===== src/rtl/sfir_pkg.sv =====
package sfir_pkg;

  typedef enum logic [1:0] {
    ST_IDLE = 2'd0,
    ST_RUN  = 2'd1,
    ST_HOLD = 2'd2
  } sfir_state_e;

  // Fixed coefficient rule: (5k^2 + 3k + 1) mod 2^w, read as w-bit two's complement.
  function automatic int coef_of(input int k, input int w);
    int m;
    m = 1 << w;
    return (5 * k * k + 3 * k + 1) % m;
  endfunction

endpackage


===== src/rtl/sfir_ring.sv =====
module sfir_ring #(
  parameter int DATA_W = 8,
  parameter int TAPS   = 32,
  localparam int AW    = $clog2(TAPS)
) (
  input  logic              clk,
  input  logic              rst_n,
  input  logic              wr_en,
  input  logic [DATA_W-1:0] wr_data,
  input  logic [AW-1:0]     rd_age,
  output logic [DATA_W-1:0] rd_data
);

  logic [DATA_W-1:0] mem [TAPS];
  logic [AW-1:0]     wptr;
  logic [AW-1:0]     newest;
  logic [AW-1:0]     raddr;

  always_ff @(posedge clk or negedge rst_n) begin
    if (!rst_n) begin
      wptr   <= '0;
      newest <= '0;
      for (int i = 0; i < TAPS; i++) mem[i] <= '0;
    end else if (wr_en) begin
      mem[wptr] <= wr_data;
      newest    <= wptr;
      wptr      <= wptr + AW'(1);
    end
  end

  // Age 0 is the newest sample; the address wraps modulo TAPS.
  assign raddr   = newest - rd_age;
  assign rd_data = mem[raddr];

endmodule


===== src/rtl/sfir_ctrl.sv =====
module sfir_ctrl #(
  parameter int DATA_W = 8,
  parameter int TAPS   = 32,
  localparam int AW    = $clog2(TAPS),
  localparam int BW    = $clog2(DATA_W)
) (
  input  logic          clk,
  input  logic          rst_n,
  input  logic          in_valid,
  input  logic          out_ready,
  output logic          in_ready,
  output logic          accept,
  output logic          step,
  output logic          first_bit,
  output logic          last_bit,
  output logic          load_next,
  output logic          finish,
  output logic [AW-1:0] tap,
  output logic [AW-1:0] next_age,
  output logic          out_valid
);
  import sfir_pkg::*;

  localparam logic [BW-1:0] BIT_TOP = BW'(DATA_W - 1);
  localparam logic [AW-1:0] TAP_TOP = AW'(TAPS - 1);

  sfir_state_e   state;
  logic [BW-1:0] bit_cnt;
  logic [AW-1:0] tap_cnt;
  logic          last_tap;

  assign in_ready  = (state == ST_IDLE);
  assign out_valid = (state == ST_HOLD);
  assign accept    = in_ready && in_valid;
  assign step      = (state == ST_RUN);
  assign first_bit = (bit_cnt == BIT_TOP);
  assign last_bit  = (bit_cnt == '0);
  assign last_tap  = (tap_cnt == TAP_TOP);
  assign load_next = step && last_bit && !last_tap;
  assign finish    = step && last_bit && last_tap;
  assign tap       = tap_cnt;
  assign next_age  = tap_cnt + AW'(1);

  always_ff @(posedge clk or negedge rst_n) begin
    if (!rst_n) begin
      state   <= ST_IDLE;
      bit_cnt <= BIT_TOP;
      tap_cnt <= '0;
    end else begin
      unique case (state)
        ST_IDLE: if (in_valid) begin
          state   <= ST_RUN;
          bit_cnt <= BIT_TOP;
          tap_cnt <= '0;
        end
        ST_RUN: begin
          if (last_bit) begin
            bit_cnt <= BIT_TOP;
            if (last_tap) state <= ST_HOLD;
            else          tap_cnt <= tap_cnt + AW'(1);
          end else begin
            bit_cnt <= bit_cnt - BW'(1);
          end
        end
        ST_HOLD: if (out_ready) state <= ST_IDLE;
        default: state <= ST_IDLE;
      endcase
    end
  end

endmodule


===== src/rtl/sfir_mac.sv =====
module sfir_mac #(
  parameter int DATA_W = 8,
  parameter int COEF_W = 8,
  parameter int ACC_W  = 21,
  localparam int PW    = DATA_W + COEF_W
) (
  input  logic              clk,
  input  logic              rst_n,
  input  logic              start,
  input  logic [DATA_W-1:0] start_data,
  input  logic              step,
  input  logic              first_bit,
  input  logic              last_bit,
  input  logic              load_next,
  input  logic [DATA_W-1:0] next_data,
  input  logic [COEF_W-1:0] coef,
  input  logic              finish,
  output logic [ACC_W-1:0]  result
);

  logic [DATA_W-1:0] shreg;
  logic [PW-1:0]     prod;
  logic [PW-1:0]     cx;
  logic [PW-1:0]     addend;
  logic [PW-1:0]     base;
  logic [PW-1:0]     prod_nxt;
  logic [ACC_W-1:0]  acc;
  logic [ACC_W-1:0]  psum;

  // Shift-and-add, MSB first: the MSB step subtracts the coefficient.
  always_comb begin
    cx       = {{DATA_W{coef[COEF_W-1]}}, coef};
    base     = first_bit ? '0 : (prod << 1);
    if (!shreg[DATA_W-1]) addend = '0;
    else if (first_bit)   addend = '0 - cx;
    else                  addend = cx;
    prod_nxt = base + addend;
    psum     = acc + {{(ACC_W-PW){prod_nxt[PW-1]}}, prod_nxt};
  end

  always_ff @(posedge clk or negedge rst_n) begin
    if (!rst_n) begin
      shreg  <= '0;
      prod   <= '0;
      acc    <= '0;
      result <= '0;
    end else begin
      if (start) begin
        shreg <= start_data;
        acc   <= '0;
      end else if (step) begin
        prod  <= prod_nxt;
        shreg <= load_next ? next_data : (shreg << 1);
        if (last_bit) acc <= psum;
      end
      if (finish) result <= psum;
    end
  end

endmodule


===== src/rtl/serial_fir.sv =====
module serial_fir #(
  parameter int DATA_W = 8,
  parameter int COEF_W = 8,
  parameter int TAPS   = 32,
  localparam int AW    = $clog2(TAPS),
  localparam int ACC_W = DATA_W + COEF_W + AW
) (
  input  logic              clk,
  input  logic              rst_n,
  input  logic              in_valid,
  output logic              in_ready,
  input  logic [DATA_W-1:0] in_data,
  output logic              out_valid,
  input  logic              out_ready,
  output logic [ACC_W-1:0]  out_data
);

  logic              accept, step, first_bit, last_bit, load_next, finish;
  logic [AW-1:0]     tap, next_age;
  logic [DATA_W-1:0] ring_rd;
  logic [COEF_W-1:0] rom [TAPS];
  logic [COEF_W-1:0] coef;

  for (genvar i = 0; i < TAPS; i++) begin : g_rom
    assign rom[i] = COEF_W'(sfir_pkg::coef_of(i, COEF_W));
  end
  assign coef = rom[tap];

  sfir_ctrl #(.DATA_W(DATA_W), .TAPS(TAPS)) u_ctrl (
    .clk(clk), .rst_n(rst_n), .in_valid(in_valid), .out_ready(out_ready),
    .in_ready(in_ready), .accept(accept), .step(step), .first_bit(first_bit),
    .last_bit(last_bit), .load_next(load_next), .finish(finish), .tap(tap),
    .next_age(next_age), .out_valid(out_valid)
  );

  sfir_ring #(.DATA_W(DATA_W), .TAPS(TAPS)) u_ring (
    .clk(clk), .rst_n(rst_n), .wr_en(accept), .wr_data(in_data),
    .rd_age(next_age), .rd_data(ring_rd)
  );

  sfir_mac #(.DATA_W(DATA_W), .COEF_W(COEF_W), .ACC_W(ACC_W)) u_mac (
    .clk(clk), .rst_n(rst_n), .start(accept), .start_data(in_data),
    .step(step), .first_bit(first_bit), .last_bit(last_bit),
    .load_next(load_next), .next_data(ring_rd), .coef(coef),
    .finish(finish), .result(out_data)
  );

endmodule


===== config.mk =====
export PLATFORM = sky130hd
export DESIGN_NAME = serial_fir
export DESIGN_NICKNAME = d
export VERILOG_FILES = /design/src/rtl/sfir_pkg.sv /design/src/rtl/sfir_ring.sv /design/src/rtl/sfir_ctrl.sv /design/src/rtl/sfir_mac.sv /design/src/rtl/serial_fir.sv
export SDC_FILE = /design/constraint.sdc
export NUM_CORES = 1
export LEC_CHECK = 0
export BUFFER_PORTS_ARGS = -buffer_cell sky130_fd_sc_hd__buf_2
export CAP_MARGIN = 30
export CORE_MARGIN = 2
export CORE_UTILIZATION = 25
export CTS_CLUSTER_DIAMETER = 80
export DETAILED_ROUTE_END_ITERATION = 6
export HOLD_SLACK_MARGIN = 0.1
export PLACE_DENSITY = 0.37
export SLEW_MARGIN = 20
export SYNTH_ARGS = -nofsm -noshare
export SYNTH_HDL_FRONTEND = slang
export SYNTH_SLANG_ARGS = --single-unit

===== constraint.sdc =====
create_clock -name clk -period 14.4 [get_ports clk]
set_input_delay 0 -clock clk [delete_from_list [all_inputs] [get_ports clk]]
set_output_delay 0 -clock clk [all_outputs]
set_load 0.01 [all_outputs]

# Word-level counts from Yosys, hierarchy flattened

Memory sizes are Yosys's and may differ from the RTL's.
Index checks and enable logic that the tools add are counted.

Logic and storage cells: 111
RAM bits: 0
Bits of input ports: 12
Latch bits: 0
Memories: 1
Register bits: 341
Bits in read-only memories: 256
Output and inout port bits: 23

Reduce and logical (&&, ||, !) cells: 16
Div/mod/pow operators: 0
Shift-type cells: 0
Add/subtract/negate cells: 7
Multiply operators: 0
Equality and inequality tests: 9
Bitwise gates (word level): 4
$lt $le $gt $ge: 4
Muxes and demuxes: 29

Memories:

| name            | words | width | rd ports | clocked after memory_dff | write ports | line             | source |
|---|---|---|---|---|---|---|---|
| (no name shown) | 32    | 8     | 1        | 0                        | 0           | serial_fir.sv:27 | `assign coef = rom[tap];` |

Operators with widths:

| operator            | count |
|---|---|
| $bwmux 256          | 1 |
| $mux 8              | 8 |
| $mux 21             | 3 |
| $mux 16             | 3 |
| $bmux 8 s5          | 1 |
| $demux 8 s5         | 1 |
| $add 21x21->21      | 1 |
| $ge 6x6->1 const B  | 3 |
| $not 5->6           | 3 |
| $add 16x16->16      | 1 |
| $mux 5              | 3 |
| $add 5x1->5 const B | 2 |
| $pmux 5 s2          | 1 |
| $sub 1x8->9 const A | 1 |
| $mux 2              | 4 |
| $ne 2x2->1 const B  | 4 |
| $reduce_and 4->1    | 2 |
| $lt 6x1->1 const B  | 1 |
| $mux 3              | 2 |
| $pmux 2 s3          | 1 |
| $pmux 3 s2          | 1 |
| $reduce_and 2->1    | 3 |
| $reduce_bool 2->1   | 3 |
| $eq 5x5->1 const B  | 1 |
| 11 further kinds    | 15 |

# Longest topological paths before layout

Gate-level depths: netlist of the first run.

Depth in word-level cells: 12
Gate-level depth with buffers: 28
Gate-level depth less buffers: 28

# By module

Synthesis of the first run repeated with hierarchy kept, for this count alone.

Cells, all modules: 1592
Area, all modules: 18393.9 µm²

By module, submodules not included:

| module     | area an instance (µm²) | instances | seq. area each (µm²) | cells an instance |
|---|---|---|---|---|
| sfir_ring  | 12832.3                | 1         | 6656.4               | 1009 |
| sfir_mac   | 4578.1                 | 1         | 1626.6               | 468 |
| sfir_ctrl  | 629.4                  | 1         | 254.0                | 64 |
| serial_fir | 354.1                  | 1         | 0.0                  | 51 |

# Worst setup path before layout of the first run

Ideal clock, no wire load.

Path type: reg2reg
From: reg u_ctrl.bit_cnt[0]
To: reg u_mac.result[20]
Path buffers: 2
Path slack: 9058 ps
Clock period less this slack: 5342 ps
Stages on the path, launching flop included: 25
Library setup time: 125 ps
Arrival: 5218 ps
Path through: dfstp_2 > ha_1 > nand2_1 > clkbuf_1 > clkbuf_1 > and2_1 > ha_1 > a21o_1 > a21oi_1 > nor2b_1 > o41a_1 > nand2_1 > a21boi_0 > o21ai_0 > nand2_1 > xor2_1 > ha_1 > nand2_1 > nor3_1 > o21ai_0 > a2111oi_0 > o211ai_1 > a21oi_1 > xor3_1 > mux2_2

Longest elaborated chain between the ends: 5
Elaborated cells on any way between the ends: 9
Those cells by class: 2 x add/sub; 1 x eq/ne; 3 x mux; 3 x reduce/logical

Ends and longest elaborated chain:

| what                         | line            | source |
|---|---|---|
| start, declared              | sfir_ctrl.sv:28 | `logic [BW-1:0] bit_cnt;` |
| start signal, assigned       | sfir_ctrl.sv:62 | `bit_cnt <= bit_cnt - BW'(1);` |
| $eq 3x3->1 (*)               | sfir_ctrl.sv:36 | `assign first_bit = (bit_cnt == BIT_TOP);` |
| $mux 16                      | sfir_mac.sv:35  | `else if (first_bit) addend = '0 - cx;` |
| $mux 16                      | sfir_mac.sv:34  | `if (!shreg[DATA_W-1]) addend = '0;` |
| $add 16x16->16 (*)           | sfir_mac.sv:37  | `prod_nxt = base + addend;` |
| named net u_mac.prod_nxt[10] | sfir_mac.sv:26  | `logic [PW-1:0] prod_nxt;` |
| $add 21x21->21 (*)           | sfir_mac.sv:38  | `psum = acc + {{(ACC_W-PW){prod_nxt[PW-1]}}, prod_nxt};` |
| end signal, assigned         | sfir_mac.sv:56  | `if (finish) result <= psum;` |
| end, declared                | sfir_mac.sv:18  | `output logic [ACC_W-1:0] result` |

The timed path passes the listed nets; every way through them passes the cells marked *.
A chain may end at the register's enable or synchronous reset.

# Worst setup path after layout of the first run

From: reg u_ctrl.tap_cnt[0], in the netlist u_ctrl.tap[0]
To: reg u_mac.result[20]

Longest elaborated chain between the ends: 9
Elaborated cells on any way between the ends: 11
Those cells by class: 3 x add/sub; 1 x eq/ne; 4 x mux; 1 x bitwise; 1 x reduce/logical; 1 x memory

Ends and longest elaborated chain:

| what                                          | line             | source |
|---|---|---|
| start, declared                               | sfir_ctrl.sv:29  | `logic [AW-1:0] tap_cnt;` |
| start signal, assigned                        | sfir_ctrl.sv:60  | `else tap_cnt <= tap_cnt + AW'(1);` |
| $not 5->6 (implied by the code) (*)           | serial_fir.sv:27 |  |
| $mem_v2 32x8 (*)                              | --               |  |
| $mux 8 (implied by the code) (*) (2 in a row) | serial_fir.sv:27 |  |
| $sub 1x8->9                                   | sfir_mac.sv:35   |  |
| $mux 16 (*)                                   | sfir_mac.sv:35   |  |
| $mux 16 (*)                                   | sfir_mac.sv:34   |  |
| $add 16x16->16 (*)                            | sfir_mac.sv:37   |  |
| named net u_mac.prod_nxt[10]                  | sfir_mac.sv:26   |  |
| $add 21x21->21 (*)                            | sfir_mac.sv:38   |  |

The timed path passes the listed nets; every way through them passes the cells marked *. The select of a mux whose other input is x is not followed.

==> results of run 1 <==
## tightest hold or removal path, cell delays in order
cell and delay (ps):
dlygate4sd3_1 570, buf_8 180, buf_4 300
## layer usage
| metal | up-vias | GRT usage [%] |
|---|---|---|
| met1 | 5566 | 18.65 |
| met5 | - | 0 |
| met3 | 61 | 2.004 |
| met2 | 125 | 21.49 |
| li1 | 4899 | - |
| met4 | 0 | 3.473 |
## logic make-up (layout without fill, tap and decap cells)
kind of cell / after synthesis / in the layout
buffers and inverters: 101 / 172
adders and majority gates: 55 / 55
muxes: 376 / 376
and+or+nand+nor: 229 / 229
DFF: 341 / 341
xor gates and xnor gates: 41 / 41
AOI/OAI and AO/OA: 169 / 169
## power groups by stage
stage          combinational, W  clock (W)  sequential, W
2_1_floorplan           0.00132          0        0.00124
3_3_place_gp            0.00181          0        0.00130
3_5_place_dp            0.00182          0        0.00130
4_1_cts                 0.00183    0.00116        0.00129
5_1_grt                 0.00195    0.00120        0.00132
6_report                0.00178    0.00112        0.00129
## Yosys cell counts (9+ instances only)
master / count
and2_1: 12
mux2i_1: 14
clkbuf_1: 60
mux4_2: 80
nor3_1: 9
nand2b_1: 10
buf_1: 9
a22o_1: 19
dfrtp_1: 338
ha_1: 51
mux2_2: 282
xnor2_1: 32
nand3_1: 24
a21oi_1: 33
nand2_1: 72
nor2_1: 70
o21ai_0: 49
inv_1: 26
a21o_1: 10
## layout make-up
type,count,share of cell area [%]
clock buffers,72,6.608
clock inverters,9,0.6800
inverters,27,0.5007
multi-input cells,870,41.95
flip-flops and latches,341,42.18
well taps,931,5.755
repair buffers,64,2.330
## how the worst min path moves through the flow
stage / startpoint / to / slack, ps / cells past startpoint
6_report: rst_n / u_ring.mem[39]$_DFFE_PN0P_ / 120 / 3
3_3_place_gp: rst_n / u_mac.acc[15]$_DFFE_PN0P_ / 100 / 1
4_1_cts: rst_n / u_mac.result[19]$_DFFE_PN0P_ / 130 / 3
2_1_floorplan: rst_n / u_ctrl.state[0]$_DFFE_PN0P_ / -300 / 0
5_1_grt: rst_n / u_ring.mem[47]$_DFFE_PN0P_ / 110 / 3
3_5_place_dp: rst_n / u_mac.result[19]$_DFFE_PN0P_ / 100 / 1
## flip-flops by register name (all words and copies together) (netlist names)
signal / flops
u_ctrl.state: 2
u_mac.prod: 15
u_ring.mem: 256
u_ring.wptr: 5
u_ctrl.tap: 5
u_mac.acc: 21
u_mac.shreg: 8
u_ctrl.bit_cnt: 3
u_mac.result: 21
u_ring.newest: 5
## metrics by stage
stage / util (%) / total power, W / hold slack [ps] / std cells / cell area, sq um
2_1_floorplan: - / 0.002561 / -295.6 / 1312 / 17370
3_3_place_gp: 27.03 / 0.003113 / 96.11 / 2217 / 18570
3_5_place_dp: 27.12 / 0.003125 / 100.3 / 2223 / 18640
4_1_cts: 29.37 / 0.004277 / 134.1 / 2309 / 20180
5_1_grt: 29.46 / 0.004470 / 110.5 / 2314 / 20240
6_report: 29.46 / 0.004191 / 119.4 / 2314 / 20240
## what timing repair did
action | 4_1_cts | 5_1_grt
buffers inserted | 0 | 0
hold buffers | 5 | 0
hold endpoints to repair | 91 | 0
==> run_results.csv, run 1 <==
group,metric,value,unit
outcome,status,"finished clean",
power,p_leak,9.451,nW
sta,rsz0062_at_grt,"no",
worst_setup_path,crit_cells,24,
worst_setup_path,path_max_fanout,11,
worst_setup_path,setup.worst_path.start,"u_ctrl.tap[0]$_DFFE_PN0P_",
worst_setup_path,worst_path_largest_cell_delay,530,ps
placed_design,place.gp.congestion,0.7849,
worst_setup_path,cpMaxStageDelayCell,"dfrtp_1",
detailed_routing,drtIter0Drc,558,
worst_setup_path,ff2ff_path_depth,24,
die,rows,96,
clock_tree,clock-root-buffer,"clkbuf_16",
sta,min_period,6139,ps
detailed_routing,top_layer,"met4",
sta,finalWorstSetupSlack,8262,ps
worst_setup_path,crit_required,14870,ps
cells_and_area,fin_nets,1415,
global_routing,grt_pass1_vias,11276,
yosys,yosysTopAreaCell,"dfrtp_1",
placed_design,dp_slack,7904,ps
cells_and_area,regArea,8537,sq um
cells_and_area,multiInputGateArea,8491,sq um
cells_and_area,final_common_cell,"dfrtp_1",
sta,maxSlewViolCount,0,
global_routing,grt_max_degree,85,
detailed_routing,ant_nets,0,
yosys,syn_area_per_cell,13.24,sq um
yosys,synth.yosys.warnings,0,
worst_setup_path,crit_chain,"inv_1 -> ha_1 -> nor4bb_1 -> a31oi_2 -> and4_4 -> o21ai_4 -> inv_1 -> ha_1 -> o211a_1 -> a21oi_1 -> nor2_1 -> a31oi_1 -> nand2_1 -> xor2_1 -> ha_1 -> nand2_1 -> nor3_1 -> o21ai_0 -> a2111oi_0 -> dlymetal6s2s_1 -> o211ai_1 -> a21oi_1 -> xor3_1 -> mux2_2",
die,core_area,68710,sq um
cells_and_area,antenna_cells,0,
power,p_clk_share,26.7,%
detailed_routing,wl_per_cell,19.98,microns
yosys,synth_fa_ha_area_share,4.076,%
sta,hold_viol_final,0,
global_routing,grt_remaining_overflow,0,
yosys,synth_area,17370,sq um
yosys,ys_top_cells_by_area,"dfrtp_1, mux2_2, mux4_2, ha_1, xnor2_1",
die,io_pins,35,
sta,max_slew.worst_pin.slew,962.5,ps
die,dieArea,71620,sq um
yosys,ys_seq_area_share,49.14,%
detailed_routing,wl,46250,microns
worst_setup_path,path_buf_inv,3,
detailed_routing,vias,10651,
clock_tree,clkTransAtPathRegs,60,ps
placed_design,dp_hpwl,29220,microns
yosys,synth_edf_count,0,
global_routing,grt_util_all_layers,13.33,%
worst_setup_path,end_kind,"flip-flop",
sta,clock_skew,31.16,ps
die,die_y,267.6,microns
worst_setup_path,cp_data_arrival_time,6610,ps
sta,fin_tns_setup,0,ps
clock_tree,cts_resized,0,
worst_setup_path,r2r_end,"u_mac.result[20]$_DFFE_PN0P_",
power,pwr-share-seq,30.8,%
worst_setup_path,critPathCapture,"u_mac.result[20]$_DFFE_PN0P_",
detailed_routing,wl_met2,21600,microns
yosys,syn_inst,1312,
detailed_routing,wl_met1,22360,microns
sta,relSlewSlack,35.59,%
power,combPwrFrac,42.5,%
cells_and_area,area_growth,16.51,%
die,initial_utilization,25.29,%
power,power_switching,0.001565,W
cells_and_area,final_cell_mix,"dfrtp_1, mux2_2, mux4_2",
yosys,yosys.area_share.simple,6.122,%
yosys,postSynthNetCount,1378,
yosys,synth.distinct_cells,67,
clock_tree,cts_made_buffers,45,
yosys,yosysTopAreaCellShare,48.69,%
power,peakVddDrop,0.1846,mV
global_routing,antenna_found_initial,0,
sta,fmax,162.9,MHz
worst_setup_path,rrSetupSlack,8260,ps
clock_tree,clk_path_buf_depth,3,
detailed_routing,drc_errors,0,
yosys,synth_xor_area_share,2.153,%
power,power.density_cell_area,207.0,nW/um^2
clock_tree,cts_tree,"built",
detailed_routing,via_per_inst,4.603,
hold_path,hold_class,"in -> async",
yosys,async_reset_ff_share,100.0,%
yosys,synth-seq-cells,341,
job,cap_violations,0,
sta,setup_viol,0,
sta,period_share,42.63,%
clock_tree,htreeDepth,2,
detailed_routing,wl_met3,1316,microns
worst_setup_path,critical_path_class,"reg -> reg",
worst_setup_path,r2r_start,"u_ctrl.tap[0]$_DFFE_PN0P_",
worst_setup_path,cpMostUsedCell,"ha_1",
cells_and_area,n_fill_cell,7014,
worst_setup_path,critPathLaunchType,"flip-flop",
placed_design,io_buffers,34,
global_routing,grt_first_pass_wirelength,72200,microns
power,p_sw_share,37.34,%
power,p_int,0.002626,W
worst_setup_path,critical-path-top-delay-family,"compound AO/OA/AOI/OAI gates",
yosys,synthMuxAreaShare,29.46,%
die,die_w,267.6,microns
yosys,synth_compound_area_share,6.799,%
clock_tree,cts_sinks,341,
yosys,yosys_most_used_dff,"dfrtp_1",
clock_tree,clk_latency,590,ps
detailed_routing,first_pass_iters,4,
cells_and_area,drive_above_1_share,37.17,%
yosys,synth_top_family_by_area,"multiplexers",
No activity file was read; power rests on OpenSTA's default activity.
==> run 2: changes to the inputs <==
- clock period: 14.4 -> 6.25 ns (I/O delays scaled with it)
==> run_results.csv, run 2 (same netlist as run 1, synthesis figures left out) <==
group,metric,value,unit
clock_tree,htreeDepth,2,
cells_and_area,multiInputGateArea,8496,sq um
worst_setup_path,crit_required,6710,ps
clock_tree,cts_made_buffers,46,
power,combPwrFrac,43.4,%
sta,finalWorstSetupSlack,550.3,ps
global_routing,grt_util_all_layers,13.14,%
die,die_w,267.6,microns
sta,relSlewSlack,34.59,%
job,cap_violations,0,
worst_setup_path,r2r_end,"u_mac.result[20]$_DFFE_PN0P_",
global_routing,antenna_found_initial,0,
clock_tree,clock-root-buffer,"clkbuf_16",
worst_setup_path,end_kind,"flip-flop",
sta,min_period,5700,ps
detailed_routing,ant_nets,0,
hold_path,holdPathStages,3,
die,rows,96,
cells_and_area,area_growth,16.82,%
detailed_routing,drtIter0Drc,683,
sta,maxSlewViolCount,0,
clock_tree,post_cts_buffers,0,
detailed_routing,via_per_inst,4.602,
die,io_pins,35,
global_routing,grt_first_pass_wirelength,71260,microns
clock_tree,cts_sinks,341,
placed_design,dp_slack,326.8,ps
power,peakVddDrop,0.4284,mV
power,p_leak,9.467,nW
cells_and_area,largest_reg_flops,256,
detailed_routing,first_pass_iters,5,
clock_tree,clkTransAtPathRegs,60,ps
die,initial_utilization,25.29,%
cells_and_area,final_common_cell,"dfrtp_1",
hold_path,hold_end,"u_mac.shreg[2]$_DFFE_PN0P_",
clock_tree,clk_path_buf_depth,3,
worst_setup_path,cp_data_arrival_time,6160,ps
clock_tree,clk_latency,590,ps
cells_and_area,regArea,8538,sq um
sta,fmax,175.4,MHz
worst_setup_path,cpMaxStageDelayCell,"dfrtp_2",
cells_and_area,regMostFlops,"u_ring.mem",
power,power_switching,0.003632,W
worst_setup_path,critical_path_class,"reg -> reg",
cells_and_area,largest_registers,"u_ring.mem x256, u_mac.acc x21, u_mac.result x21",
sta,fin_tns_setup,0,ps
cells_and_area,n_fill_cell,7065,
placed_design,dp_hpwl,29140,microns
worst_setup_path,ff2ff_path_depth,26,
cells_and_area,fin_nets,1418,
hold_path,holdCritStartpoint,"in_data[2]",
global_routing,grt_max_degree,134,
placed_design,io_buffers,34,
power,pwr-share-seq,30.2,%
sta,rsz0062_at_grt,"no",
outcome,status,"finished clean",
die,dieArea,71620,sq um
die,die_y,267.6,microns
clock_tree,cts_tree,"built",
detailed_routing,wl_per_cell,19.77,microns
worst_setup_path,worst_path_largest_cell_delay,460,ps
cells_and_area,drive_above_1_share,37.69,%
power,p_sw_share,37.26,%
worst_setup_path,cpMostUsedCell,"o21ai_0",
cells_and_area,antenna_cells,0,
placed_design,place.gp.congestion,0.7964,
worst_setup_path,r2r_start,"u_ctrl.tap[1]$_DFFE_PN0P_",
worst_setup_path,path_buf_inv,2,
power,p_int,0.006115,W
power,power.density_cell_area,480.2,nW/um^2
die,core_area,68710,sq um
global_routing,grt_remaining_overflow,0,
worst_setup_path,path_max_fanout,8,
sta,hold_viol_final,0,
cells_and_area,final_cell_mix,"dfrtp_1, mux2_2, mux4_2",
sta,clock_skew,42.40,ps
worst_setup_path,critical-path-top-delay-family,"compound AO/OA/AOI/OAI gates",
worst_setup_path,critPathLaunchType,"flip-flop",
sta,max_slew.worst_pin.slew,977.6,ps
global_routing,grt_pass1_vias,11177,
detailed_routing,wl,45790,microns
hold_path,hold_class,"in -> reg",
sta,setup_viol,0,
power,p_clk_share,26.4,%
worst_setup_path,rrSetupSlack,550,ps
sta,period_share,91.19,%
detailed_routing,vias,10658,
detailed_routing,drc_errors,0,
==> run 2: worst register-to-register path, stage by stage (launching register included) <==
cell and delay, ps:
dfrtp_2 460, inv_1 160, ha_2 340, nand2b_1 120, o21ai_0 80, o21ai_0 220
xnor2_1 150, nor2_1 60, ha_1 330, a21oi_1 220, nor2b_1 90, o41a_1 390
nand2_1 100, a21boi_0 70, o21ai_0 270, nand2_1 110, xor2_1 180, ha_1 340
nand2_1 130, nor3_1 190, o21ai_0 160, a2111oi_1 390, buf_4 190, o211ai_1 90
a21oi_1 250, xor3_1 260, mux2_2 270
==> run 2: power groups by stage <==
stage	combinational, W	sequential (W)	clock [W]
after floorplan	0.00304	0.00286	0
after global placement	0.00429	0.00297	0
after detailed placement	0.00433	0.00297	0
after CTS	0.00434	0.00294	0.00268
after global routing	0.00464	0.00300	0.00277
final	0.00423	0.00294	0.00257
==> run 2: worst max-delay path by stage <==
stage / startpoint / to / cells past startpoint
3_5_place_dp: u_ctrl.tap[1]$_DFFE_PN0P_ / u_mac.result[20]$_DFFE_PN0P_ / 24
5_1_grt: u_ctrl.tap[1]$_DFFE_PN0P_ / u_mac.result[20]$_DFFE_PN0P_ / 27
2_1_floorplan: u_ctrl.bit_cnt[0]$_DFFE_PN1P_ / u_mac.result[20]$_DFFE_PN0P_ / 24
4_1_cts: u_ctrl.tap[1]$_DFFE_PN0P_ / u_mac.result[20]$_DFFE_PN0P_ / 24
3_3_place_gp: u_ctrl.tap[1]$_DFFE_PN0P_ / u_mac.result[20]$_DFFE_PN0P_ / 24
6_report: u_ctrl.tap[1]$_DFFE_PN0P_ / u_mac.result[20]$_DFFE_PN0P_ / 26
==> run 2: what timing repair did <==
action,CTS,global route
hold endpoints to repair,94,0
gates resized for setup,0,4
hold buffers,8,0
endpoints found under the setup margin,0,2
==> run 2: layout make-up <==
type | instances | area share (%)
clock buffers | 68 | 6.677
repair buffers | 66 | 2.515
clock inverters | 13 | 0.6411
flip-flops and latches | 341 | 42.07
inverters | 27 | 0.4994
well taps | 931 | 5.739
multi-input cells | 870 | 41.86
==> run 2: stage by stage <==
| stage | power (W) | area (sq um) | hold slack [ps] | cells | utilization (%) |
|---|---|---|---|---|---|
| 3_3_place_gp | 0.007259 | 18640 | 77.86 | 2223 | 27.14 |
| 6_report | 0.009746 | 20300 | 127.1 | 2316 | 29.54 |
| 4_1_cts | 0.009960 | 20280 | 106.6 | 2316 | 29.52 |
| 3_5_place_dp | 0.007302 | 18700 | 82.14 | 2227 | 27.22 |
| 5_1_grt | 0.01041 | 20300 | 158.3 | 2316 | 29.54 |
| 2_1_floorplan | 0.005901 | 17370 | -295.6 | 1312 | - |
==> run 2: routing by layer <==
| layer | up-vias | global-route usage [%] | wire length [microns] | part of all wire [%] |
|---|---|---|---|---|
| li1 | 4904 | - | - | - |
| met1 | 5568 | 18.67 | 22620 | 49 |
| met2 | 131 | 20.99 | 21180 | 46 |
| met3 | 55 | 1.876 | 1167 | 2.5 |
| met4 | 0 | 3.276 | 823 | 1.8 |
| met5 | - | 0 | 0 | 0 |
